## src/rtl/bws_pkg.sv

```systemverilog
package bws_pkg;
    parameter int ADDR_W  = 16;
    parameter int LEN_W   = 9;
    parameter int REG_W   = 72;
    parameter int TGT_POS = 16;
    parameter int LEN_LSB = 19;
    parameter int MIN_LEN = 4;

    localparam int LEN_MSB = LEN_LSB + LEN_W - 1;

    typedef enum logic {
        TGT_DATA = 1'b0,
        TGT_MASK = 1'b1
    } tgt_e;

    typedef struct packed {
        tgt_e              tgt;
        logic [ADDR_W-1:0] addr;
        logic [LEN_W-1:0]  len;
    } burst_ctl_t;

    function automatic burst_ctl_t unpack_ctl(input logic [REG_W-1:0] w);
        burst_ctl_t c;
        c.addr = w[ADDR_W-1:0];
        c.tgt  = tgt_e'(w[TGT_POS]);
        c.len  = w[LEN_MSB:LEN_LSB];
        return c;
    endfunction

    function automatic logic [REG_W-1:0] pack_ctl(input burst_ctl_t c);
        logic [REG_W-1:0] w;
        w                  = '0;
        w[ADDR_W-1:0]      = c.addr;
        w[TGT_POS]         = c.tgt;
        w[LEN_MSB:LEN_LSB] = c.len;
        return w;
    endfunction

    function automatic logic len_legal(input logic [LEN_W-1:0] l);
        return (l >= LEN_W'(MIN_LEN));
    endfunction
endpackage

```

## src/rtl/bws_ctrl_reg.sv

```systemverilog
module bws_ctrl_reg
    import bws_pkg::*;
(
    input  logic       clk,
    input  logic       rst,
    input  logic       load,
    input  burst_ctl_t load_val,
    input  logic       adv,
    output burst_ctl_t q
);
    always_ff @(posedge clk) begin
        if (rst) begin
            q <= '0;
        end else if (load) begin
            q <= load_val;
        end else if (adv) begin
            q.addr <= q.addr + 1'b1;
            q.len  <= q.len - 1'b1;
        end
    end

    // one step up per beat
    a_r4_addr_step: assert property (@(posedge clk) disable iff (rst)
        (adv && !load) |=> q.addr == ADDR_W'($past(q.addr) + 1'b1));

    // one step down per beat
    a_r5_len_step: assert property (@(posedge clk) disable iff (rst)
        (adv && !load) |=> q.len == LEN_W'($past(q.len) - 1'b1));

    // never advance past zero
    a_r5_no_underflow: assert property (@(posedge clk) disable iff (rst)
        adv |-> q.len != '0);

    // without load or beat the word holds
    a_r8_hold: assert property (@(posedge clk) disable iff (rst)
        (!adv && !load) |=> $stable(q));
endmodule

```

## src/rtl/bws_seq.sv

```systemverilog
module bws_seq (
    input  logic clk,
    input  logic rst,
    input  logic start,
    input  logic valid,
    input  logic reg_we,
    input  logic len_ok,
    input  logic last,
    output logic busy,
    output logic err,
    output logic beat,
    output logic done,
    output logic load_ok
);
    logic busy_q, err_q;

    assign busy    = busy_q;
    assign err     = err_q;
    assign beat    = busy_q & valid;
    assign done    = beat & last;
    assign load_ok = reg_we & ~busy_q;

    always_ff @(posedge clk) begin
        if (rst) begin
            busy_q <= 1'b0;
            err_q  <= 1'b0;
        end else begin
            if (!busy_q && start && len_ok)
                busy_q <= 1'b1;
            else if (done)
                busy_q <= 1'b0;
            if ((!busy_q && start && !len_ok) || (reg_we && busy_q))
                err_q <= 1'b1;
        end
    end

    // error flag is sticky
    a_r7_err_sticky: assert property (@(posedge clk) disable iff (rst)
        err |=> err);

    // illegal start stays idle
    a_r7_bad_start_idle: assert property (@(posedge clk) disable iff (rst)
        (!busy && start && !len_ok) |=> !busy && err);

    // done lasts a single cycle and ends the burst
    a_r6_done_once: assert property (@(posedge clk) disable iff (rst)
        done |=> !done && !busy);

    // refused write flags an error
    a_r8_busy_write_err: assert property (@(posedge clk) disable iff (rst)
        (busy && reg_we) |=> err);
endmodule

```

## src/rtl/bws_burst_seq.sv

```systemverilog
module bws_burst_seq
    import bws_pkg::*;
(
    input  logic              clk,
    input  logic              rst,
    input  logic              cfg_we,
    input  logic [REG_W-1:0]  cfg_wdata,
    output logic [REG_W-1:0]  cfg_rdata,
    input  logic              burst_start,
    input  logic              beat_valid,
    output logic              arr_we,
    output logic [ADDR_W-1:0] arr_addr,
    output logic              arr_sel_mask,
    output logic              burst_done,
    output logic              burst_busy,
    output logic              burst_err
);
    burst_ctl_t ctl_q;
    logic       beat, load_ok, len_ok, last;

    assign len_ok = len_legal(ctl_q.len);
    assign last   = (ctl_q.len == LEN_W'(1));

    bws_seq u_seq (
        .clk     (clk),
        .rst     (rst),
        .start   (burst_start),
        .valid   (beat_valid),
        .reg_we  (cfg_we),
        .len_ok  (len_ok),
        .last    (last),
        .busy    (burst_busy),
        .err     (burst_err),
        .beat    (beat),
        .done    (burst_done),
        .load_ok (load_ok)
    );

    bws_ctrl_reg u_reg (
        .clk      (clk),
        .rst      (rst),
        .load     (load_ok),
        .load_val (unpack_ctl(cfg_wdata)),
        .adv      (beat),
        .q        (ctl_q)
    );

    assign cfg_rdata    = pack_ctl(ctl_q);
    assign arr_we       = beat;
    assign arr_addr     = ctl_q.addr;
    assign arr_sel_mask = ctl_q.tgt;

    // a strobe never appears outside a burst
    a_r3_strobe_in_burst: assert property (@(posedge clk) disable iff (rst)
        arr_we |-> burst_busy && beat_valid);

    // reserved bits read as zero
    a_r2_rsv_zero: assert property (@(posedge clk) disable iff (rst)
        cfg_rdata[REG_W-1:LEN_MSB+1] == '0 && cfg_rdata[LEN_LSB-1:TGT_POS+1] == '0);
endmodule

```

## config.mk

```make
export PLATFORM = sky130hd
export DESIGN_NAME = bws_burst_seq
export DESIGN_NICKNAME = d
export VERILOG_FILES = /design/src/rtl/bws_pkg.sv /design/src/rtl/bws_ctrl_reg.sv /design/src/rtl/bws_seq.sv /design/src/rtl/bws_burst_seq.sv
export SDC_FILE = /design/constraint.sdc
export NUM_CORES = 1
export LEC_CHECK = 0
export ABC_CLOCK_PERIOD_IN_PS = 3800
export CAP_MARGIN = 30
export CORE_ASPECT_RATIO = 1.75
export CORE_MARGIN = 2
export CORE_UTILIZATION = 34
export CTS_CLUSTER_SIZE = 25
export DETAILED_ROUTE_END_ITERATION = 10
export PLACE_DENSITY_LB_ADDON = 0.3
export SETUP_SLACK_MARGIN = 0.3
export SYNTH_ARGS = -nofsm -noshare
export SYNTH_HDL_FRONTEND = slang
export SYNTH_SLANG_ARGS = --single-unit
```

## constraint.sdc

```tcl
create_clock -name clk -period 3.8 [get_ports clk]
set_input_delay 0.57 -clock clk [delete_from_list [all_inputs] [get_ports clk]]
set_output_delay 0.57 -clock clk [all_outputs]
set_load 0.005 [all_outputs]
```

# Word level (Yosys, flattened, before mapping)
# Index checks and enable logic that the tools add are counted.
# word_totals
ff_bits,28
in_bits,77
out_inout_bits,93
elab_cells,26
# op_classes
n_addsub,2
order_cmp,1
eq_ne,1
mux,4
bitwise,4
reduce_logical,9
# op_table
operator,count
$mux W25,2
$add A16 B1 Y16 const B,1
$eq A9 B1 Y1 const B,1
$ge A9 B3 Y1 const B,1
$sub A9 B1 Y9 const B,1
$logic_and A1 B1 Y1,4
$reduce_bool A2 Y1,2
$and A1 B1 Y1,3
$logic_not A1 Y1,2
$mux W1,2
$logic_or A1 B1 Y1,1
$not A1 Y1,1

# Logic depth before layout (Yosys ltp)
# depth
word_depth,4
ltp_mapped,7
ltp_nobuf,5

# Modules after synthesis
# From an unflattened synthesis, not the netlist that was laid out.
# unflattened
hier_cells,242
area_unflattened_um2,1936.9
# by_module_without_submodules
mod,n_inst,cells_per_inst,area_per_inst_um2,seq_area_each_um2
bws_ctrl_reg,1,164,1336.3,520.5
bws_burst_seq,1,68,508.0,0.0
bws_seq,1,10,92.6,40.0

# Least setup slack after synthesis
# Ideal clock, no wire load.
# synth_path
path_kind,register -> output
startpoint,register u_reg.q[4] (netlist bit)
endpoint,output burst_done
t_arrival_ns,1.387
t_required_ns,3.230
slack_ns,1.843
path_stages_with_launch,4
n_path_buf,0
cell_sequence,dfxtp_1 > or4_1 > nor4_1 > and3_1
# synth_between
elab_chain_cells,2
# synth_lines
item,line,text
start: declaration,bws_ctrl_reg.sv:9,output burst_ctl_t q
start signal: assignment,bws_ctrl_reg.sv:15,q <= load_val;
$eq A9 B1 Y1,bws_burst_seq.sv:22,assign last = (ctl_q.len == LEN_W'(1));
$and A1 B1 Y1,bws_seq.sv:20,assign done = beat & last;
end: declaration,bws_burst_seq.sv:14,"output logic burst_done,"
# Every way passes these cells.

# Worst setup path in the final report
# Ends and elaborated chain as after synthesis.

==> results.md <==
- Synth top area share: 28.7%
- Area Overhead vs Synth: 29.4%
- Root Driver: clkbuf_8
- Min cycle time layout: 3.03 ns
- Post-DR wirelength/cell: 12.8 um
- Critical Path Source Type: flop
- Slew Viols, Final: 0
- Synth cell types: 38
- Vias in the first global route: between 1500 and 2000
- Cells after Synth: 245
- Final wirelength: 4770 um
- WS Path Type: flop to primary output
- Port Buf Inserts: 77
- Avg Cell Area, Syn: 7.97 um2
- Leak: 0.928 nW
- Slew @ Worst Pin: 0.778 ns
- FF-to-FF Start: u_seq.busy
- Initial Utilization: approximately a third
- Die X: between 60 and 70 um
- Hold path depth: 2
- Post-synth top area cell: dfxtp_1
- GRT Total Usage: 15.0%
- Final hold slack: 0.473 ns
- CP required: roughly 3.2 ns
- Status: completed
- Slew headroom: 48.1%
- Drt pass-1 iters: 4
- Final GP Congestion: about 0.72
- PwrDens: 314 nW/um2
- Initial antenna violation count: 0
- M2 GR Usage: 26.7%
- Hold Crit Start: u_reg.q[25]
- Detailed Place HPWL: 3700 um
- Vias: approximately 1700
- Maximum vdd drop: 133 uV
- IO Pins: 170
- Largest cells by area after synthesis: dfxtp_1 29%, buf_4 24%, a211oi_1 5.4%
- Site Rows: 36
- Hold Buf Count CTS: 0
- First-pass GRT wire length: between 7000 and 8000 um
- GR met1 Demand/Resource: 16.3%
- Reg-to-reg slack, setup: 1.77 ns
- DRC viols: 0
- Core Region: around 5500 um2
- Final Non-Filler Cells: 372
- Hold/Removal Path Class: flop to flop
- H-Tree Depth: 1
- Yosys warning total: 0
- Worst setup EP type: primary output
- F_max: 330 MHz
- Final Cycle Share: 79.8%
- Final Hold Viols: 0
- Util after Layout: a little under half
- Hold path endpoint: u_reg.q[25]
- Critical Path AT: 2.46 ns
- Final setup fails: 0
- Crit Path Max Fanout: 7
- Total Neg Setup Slack: 0 ns
- Cts repair resizes: 0
- Die ar.: 6390 um2
- Antenna Nets Post-Route: 0
- Worst r2r dst: u_reg.q[8]
- Ratio of cells with drive above 1 in the final layout: 3.38%
- Largest net degree at the start of global routing: 27
- Final total power: just under 0.0008 W
- TritonCTS buffer count: 3
- Die Y: 104 um
- CTS tree: built
- Sequential share of the synthesized area: 28.7%
- N_diodes: 0
- Busiest grt layer: met2
- Gr ovfl total: 0
- Mapped Area: 1950 um2
- Placed cell count: 369
- Reg2reg path depth: 4
- Clock sinks: 28
- Final Skew: 0.00460 ns
- Clock tree buffer depth: 2
- Nets: 378
- Clock Latency Late Sink: 0.27 ns
- Met3 GRT Util: 2.36%
- Max cap viols: 0
- Flops & latches, synth: 28
- Vias per std cell: around 4.6
- RSZ-0062 raised after global routing: false
- Worst-path clk slew: 0.09 ns
- Starting DRT DRC Count: 55
- Postcts setup bufs: 0
-- Yosys cell counts, drive strengths merged --
| cell type | count |
|---|---|
| ha | 3 |
| o21ai | 3 |
| o211ai | 1 |
| nand2b | 1 |
| nor2 | 25 |
| or2 | 1 |
| o22ai | 1 |
| o31ai | 1 |
| inv | 6 |
| a22oi | 1 |
| a211oi | 14 |
| dfxtp | 28 |
| nor3 | 4 |
| or4 | 3 |
| a21boi | 1 |
| nand2 | 12 |
| xor2 | 4 |
| nand3 | 8 |
| clkbuf | 9 |
| nand4 | 5 |
| a2bb2oi | 1 |
| xnor2 | 10 |
| and3 | 2 |
| nand3b | 1 |
| buf | 67 |
| a21oi | 7 |
| or3 | 6 |
| nor2b | 1 |
| o31a | 2 |
| nand4bb | 1 |
| a311oi | 5 |
| conb | 1 |
| nor4 | 10 |
-- metal layers --
layer / part of all wire [%] / routed length [um]
met5: 0 / 0
met2: 53 / 2510
met4: 2.4 / 116
met3: 8.8 / 421
met1: 36 / 1720
-- cells by family (layout without fill, tap and decap cells) --
kind of cell	count (synthesis)	after routing	share of synthesized area [%]
xor gates and xnor gates	14	14	6.28
AOI/OAI and AO/OA	37	37	13.4
and+or+nand+nor	80	80	21.5
buffers and inverters	82	88	28.0
DFF	28	28	28.7
adders and majority gates	3	3	1.92
other	1	46	0.192
-- critical path: stages (launching register included) --
cell	delay [ns]
dfxtp_1	0.38
or4_1	0.60
nor4_1	0.47
and3_1	0.24
clkdlybuf4s50_1	0.50
-- cells in the final DEF (no fill, tap or decap), drive strengths merged, types with 2 or more instances in the layout --
cell type,synthesis,routed
conb,1,46
a21oi,7,7
or3,6,6
inv,6,6
o31a,2,2
and3,2,2
nand4,5,5
o21ai,3,3
nand3,8,8
clkbuf,9,3
ha,3,3
or4,3,3
xor2,4,4
xnor2,10,10
clkdlybuf4s50,0,77
dfxtp,28,28
nor2,25,25
nand2,12,12
a311oi,5,5
nor4,10,10
buf,67,2
nor3,4,4
a211oi,14,14
-- area by class of cell --
cell class | count | area, um2
Fill cell | 570 | 3010
Clock buffer | 3 | 41.3
Sequential cell | 28 | 561
Tap cell | 76 | 95.1
Timing Repair Buffer | 79 | 793
Inverter | 6 | 22.5
Multi-Input combinational cell | 180 | 1010
-- flip-flops by register name, summed over array words and instances (netlist names) --
signal,count
u_seq.busy,1
u_reg.q,26
u_seq.err,1
-- how the worst max path moves through the flow --
stage	from	to
floorplan	u_reg.q[4]	burst_done
global placement	beat_valid	burst_done
detailed placement	u_reg.q[4]	burst_done
CTS	u_reg.q[4]	burst_done
global route	u_reg.q[4]	burst_done
finish	u_reg.q[4]	burst_done
-- power by group --
group	internal [W]	leakage [nW]	total, W	switching, W
Combinational	0.000154	0.675	0.000258	0.000104
Sequential	0.000325	0.232	0.000372	0.0000465
Clock	0.0000712	0.0216	0.000163	0.0000914
-- per-stage QoR --
step                setup slack, ns  area, um2
floorplan                      1.84       2120
CTS                           0.702       2530
detailed placement             1.03       2480
global route                  0.637       2530
finish                        0.768       2530
global placement               1.02       2470
No activity file was read; power rests on OpenSTA's default activity.
